$ cat src/rtl/irq_pkg.sv
package irq_pkg;

    localparam int REG_W = 8;
    localparam int NSRC  = 3;

    // source indices inside flag and enable fields
    localparam int SRC_PCHG = 0;
    localparam int SRC_EXT  = 1;
    localparam int SRC_TMR  = 2;

    typedef struct packed {
        logic            gie;
        logic            rsv;
        logic [NSRC-1:0] en;
        logic [NSRC-1:0] flg;
    } stat_t;

    localparam stat_t STAT_RST = '0;

    function automatic logic pending(input stat_t s);
        return s.gie && |(s.flg & s.en);
    endfunction

    function automatic stat_t to_stat(input logic [REG_W-1:0] v);
        stat_t s;
        s     = stat_t'(v);
        s.rsv = 1'b0;
        return s;
    endfunction

endpackage

$ cat src/rtl/irq_ext_edge.sv
module irq_ext_edge (
    input  logic clk,
    input  logic rst,
    input  logic pin,
    input  logic rise_sel,
    output logic hit
);
    logic prev_q;

    always_ff @(posedge clk) begin
        prev_q <= pin;
    end

    always_comb begin
        if (rst)           hit = 1'b0;
        else if (rise_sel) hit = pin & ~prev_q;
        else               hit = prev_q & ~pin;
    end
endmodule

$ cat src/rtl/irq_port_watch.sv
module irq_port_watch #(
    parameter int W = 4
) (
    input  logic         clk,
    input  logic         rst,
    input  logic [W-1:0] watch,
    input  logic         resync,
    output logic         hit
);
    logic [W-1:0] snap_q;

    always_ff @(posedge clk) begin
        if (rst || resync) snap_q <= watch;
    end

    assign hit = !rst && (watch != snap_q);
endmodule

$ cat src/rtl/irq_stat_reg.sv
module irq_stat_reg
    import irq_pkg::*;
(
    input  logic             clk,
    input  logic             rst,
    input  logic             wr,
    input  logic [REG_W-1:0] wdata,
    input  logic [NSRC-1:0]  src_hit,
    input  logic             ack,
    input  logic             ret,
    output stat_t            stat
);
    stat_t stat_q, base, nxt;

    always_comb begin
        base    = wr ? to_stat(wdata) : stat_q;
        nxt     = base;
        nxt.rsv = 1'b0;
        nxt.flg = base.flg | src_hit;
        if (ack)      nxt.gie = 1'b0;
        else if (ret) nxt.gie = 1'b1;
    end

    always_ff @(posedge clk) begin
        if (rst) stat_q <= STAT_RST;
        else     stat_q <= nxt;
    end

    assign stat = stat_q;
endmodule

$ cat src/rtl/irq_ctl.sv
module irq_ctl
    import irq_pkg::*;
#(
    parameter int          PORT_W   = 8,
    parameter int          WATCH_LO = 4,
    parameter int          VEC_W    = 10,
    parameter logic [9:0]  VEC_ADDR = 10'h004
) (
    input  logic              clk,
    input  logic              rst,
    input  logic              reg_wr,
    input  logic [REG_W-1:0]  reg_wdata,
    output logic [REG_W-1:0]  reg_rdata,
    input  logic [PORT_W-1:0] port_in,
    input  logic              port_rd,
    input  logic              edge_rise,
    input  logic              tmr_ovf,
    input  logic              irq_ack,
    input  logic              irq_ret,
    output logic              irq_req,
    output logic [VEC_W-1:0]  irq_vec
);
    localparam int WATCH_W = PORT_W - WATCH_LO;

    logic [NSRC-1:0] src_hit;
    stat_t           stat;

    irq_ext_edge u_ext (
        .clk      (clk),
        .rst      (rst),
        .pin      (port_in[0]),
        .rise_sel (edge_rise),
        .hit      (src_hit[SRC_EXT])
    );

    irq_port_watch #(.W(WATCH_W)) u_watch (
        .clk    (clk),
        .rst    (rst),
        .watch  (port_in[PORT_W-1:WATCH_LO]),
        .resync (port_rd),
        .hit    (src_hit[SRC_PCHG])
    );

    assign src_hit[SRC_TMR] = tmr_ovf & ~rst;

    irq_stat_reg u_stat (
        .clk     (clk),
        .rst     (rst),
        .wr      (reg_wr),
        .wdata   (reg_wdata),
        .src_hit (src_hit),
        .ack     (irq_ack),
        .ret     (irq_ret),
        .stat    (stat)
    );

    assign reg_rdata = stat;
    assign irq_req   = pending(stat);
    assign irq_vec   = VEC_W'(VEC_ADDR);
endmodule

$ cat config.mk
export PLATFORM = sky130hd
export DESIGN_NAME = irq_ctl
export DESIGN_NICKNAME = d
export VERILOG_FILES = /design/src/rtl/irq_pkg.sv /design/src/rtl/irq_ext_edge.sv /design/src/rtl/irq_port_watch.sv /design/src/rtl/irq_stat_reg.sv /design/src/rtl/irq_ctl.sv
export SDC_FILE = /design/constraint.sdc
export NUM_CORES = 1
export LEC_CHECK = 0
export BUFFER_PORTS_ARGS = -buffer_cell sky130_fd_sc_hd__buf_2
export CELL_PAD_IN_SITES_DETAIL_PLACEMENT = 1
export CELL_PAD_IN_SITES_GLOBAL_PLACEMENT = 2
export CORE_MARGIN = 3
export CORE_UTILIZATION = 18
export DETAILED_ROUTE_END_ITERATION = 6
export GPL_ROUTABILITY_DRIVEN = 0
export GPL_TIMING_DRIVEN = 1
export PLACE_DENSITY_LB_ADDON = 0.1
export SYNTH_ARGS = -nofsm -noshare
export SYNTH_HDL_FRONTEND = slang
export SYNTH_SLANG_ARGS = --single-unit
$ cat constraint.sdc
create_clock -name clk -period 1 [get_ports clk]
set_clock_uncertainty 0.2 [all_clocks]
set_input_delay 0 -clock clk [delete_from_list [all_inputs] [get_ports clk]]
set_output_delay 0 -clock clk [all_outputs]
set_load 0.01 [all_outputs]
==> impl_metrics.toml <==
[yosys]
netlist_area_sq_um = 570.5
synthTopCellsByArea = "dfxtp_1 28%, edfxtp_1 21%, buf_4 16%"
yosysTopAreaCellShare = 0.2807
netlist-cell-type-count = 17
synth_seq_cells = 12
synth_cells = 53
synthXorXnorAreaFrac = 0.06140
synth-simple-area-share = 0.1162
synth.largest_area_cell = "dfxtp_1"
synth_top_family_by_area = "buffers and inverters"
synth_mux_area_frac = 0.08772
synth_compound_area_frac = 0.06579
synth_fa_ha_area_frac = 0
ys_warn_count = 0
yosysSeqAreaShare = 0.4912
synth.avg_cell_area_sq_um = 10.77

[flow_run]
drv_cap = 0

[clocking]
clkLatencyLatePin_ns = 0.27
cts_tree = "done"
clock_path_buffers = 2
clock-sinks = 12
root_buffer = "clkbuf_4"
h-tree-depth = 1
path_clk_slew_ns = 0.08
cts_buffers = 3

[final_layout]
multi_input_area_sq_um = 247.7
diodes = 0
stdcell_count = 147
regArea_sq_um = 289.0
final_nets = 130
syn2layout_area_growth_pct = 82.68
drive_gt1_frac = 0.4762
fill_cells = 323

[run_status]
outcome = "finished with violations"
violations = "hold timing, setup timing"

[worst_setup_path]
cp_num_buf_inv = 1
r2r_slack_ns = -0.14
critical_path.slowest_cell = "dfxtp_2"
crit_type = "flop to primary output"
path_cells = "a222oi_1 > nor2b_1 > buf_2"
startpoint_type = "flop"
crit_family = "flip-flops"
cp_data_required_time_ns = 0.80
worstSetupEndpointType = "primary output"
slowest_delay_ns = 0.33
cp.arrival_ns = 1.17
crit_fanout = 2

[floorplanning]
die_h_um = 62.30
core_region_area_sq_um = 2877
die_w_um = 62.30
start_util = 0.1983
dieArea_sq_um = 3881
ioPinCount = 43
num_rows = 19

[sta]
final_max_slew_viol_count = 0
whs_ns = -0.1456
layout_setup_ws_ns = -0.3682
rsz0062_at_grt = "true"
fmax_mhz = 730.9
fin_crit_ns = 1.368
timing.final.crit_share = 1.368
hold_viol_final = 11
setup_violations = 10

[global_route]
grt_pass1_vias = 520
grt_pass1_wl_mm = 2.346
grt_max_degree = 10
grt-ovfl-total = 0
antenna_found_initial = 0
track_usage = 0.07756

[worst_hold_path]
hold_path.class = "primary input to flop"

[detailed_routing]
wire_per_inst_um = 10.99
wirelength_mm = 1.616
num_vias = 537
ant_nets = 0
first_iter_violations = 5
via_per_inst = 3.653
firstDrtPassIters = 4
drc = 0

[power_and_ir_drop]
power_density_nw_per_um2 = 1123
ir_drop_mv = 0.5215
p_leak_nw = 0.4773

[placement]
place_hpwl_mm = 1.066
placedCellCount = 125
port_buffers = 27
dp_slack_ns = -0.1495
[synth_stat cells]
library cell,count
buf_4,12
dfxtp_1,8
mux2i_1,5
edfxtp_1,4
nor2_1,4
nor2b_1,3
xor2_1,3
a211oi_1,2
a31oi_1,2
conb_1,2
nor3_1,2
a222oi_1,1
clkbuf_1,1
nand3b_1,1
or2_2,1
or3b_1,1
xnor2_1,1
[cell usage in the layout (no fill, tap or decap), types with 3 or more instances in the layout]
master,n
xor2_1,3
edfxtp_1,4
conb_1,11
dfxtp_2,7
nor2b_1,3
mux2i_1,5
nor2_1,4
clkbuf_4,3
buf_2,21
buf_6,13
dlygate4sd3_1,16
[area by class of cell]
cell class,instances,area share
clock buffers,3,0.02161
clock inverters,1,0.003601
multi-input cells,37,0.2377
flip-flops and latches,12,0.2773
well taps,42,0.05042
repair buffers,52,0.4094
[metal layers]
layer  track usage  part of all wire  vias up
met5             0                 0        -
met4       0.04959            0.0099        0
met3       0.01802             0.053        2
met2        0.1304              0.52       20
met1       0.08801              0.41      252
li1              -                 -      263
[cells by family (layout without fill, tap and decap cells)]
| kind of cell | Yosys count | count (layout) |
|---|---|---|
| xor+xnor | 4 | 4 |
| buf+inv | 13 | 56 |
| compound gates | 5 | 5 |
| other cells | 2 | 11 |
| mux | 5 | 5 |
| simple gates | 12 | 12 |
| flops | 12 | 12 |
[power by group]
group / leakage [nW] / total, mW / internal (mW) / switching (mW)
Combinational: 0.353 / 0.294 / 0.175 / 0.119
Sequential: 0.109 / 0.564 / 0.544 / 0.0194
Clock: 0.0154 / 0.313 / 0.144 / 0.169
Total: 0.477 / 1.17 / 0.864 / 0.307
[state kept, by name (all words and copies together) (netlist names)]
name and count:
u_watch.snap_q 4, u_stat.stat 7, u_ext.prev_q 1
[metrics by stage]
stage               power [mW]  area [sq um]    util  setup TNS [ns]
detailed placement      0.7621         750.7  0.2610         -0.3342
global placement        0.7612         750.7  0.2610         -0.2565
global route             1.232          1042  0.3623          -1.665
floorplan               0.6946         604.3       -         -0.1077
CTS                      1.166          1022  0.3554          -1.821
finish                   1.171          1042  0.3623          -1.185
[final timing paths]
path / depth (start not counted) / to / startpoint
worst min-delay path: 3 / u_stat.stat[0] / rst
worst max register to register: 3 / u_stat.stat[0] / u_watch.snap_q[3]
worst min register to register: 2 / u_stat.stat[1] / u_ext.prev_q
worst max-delay path: 3 / irq_req / u_stat.stat[0]
[what timing repair did]
action,4_1_cts,5_1_grt
pin swaps,5,4
gates resized for setup,18,9
setup endpoints to repair,9,16
hold endpoints to repair,16,14
buffers inserted,1,4
hold buffers,17,4
[worst min-delay path: stages]
cell and delay [ns]:
buf_2 0.10, buf_4 0.15, a31oi_1 0.05
No activity file was read; power rests on OpenSTA's default activity.
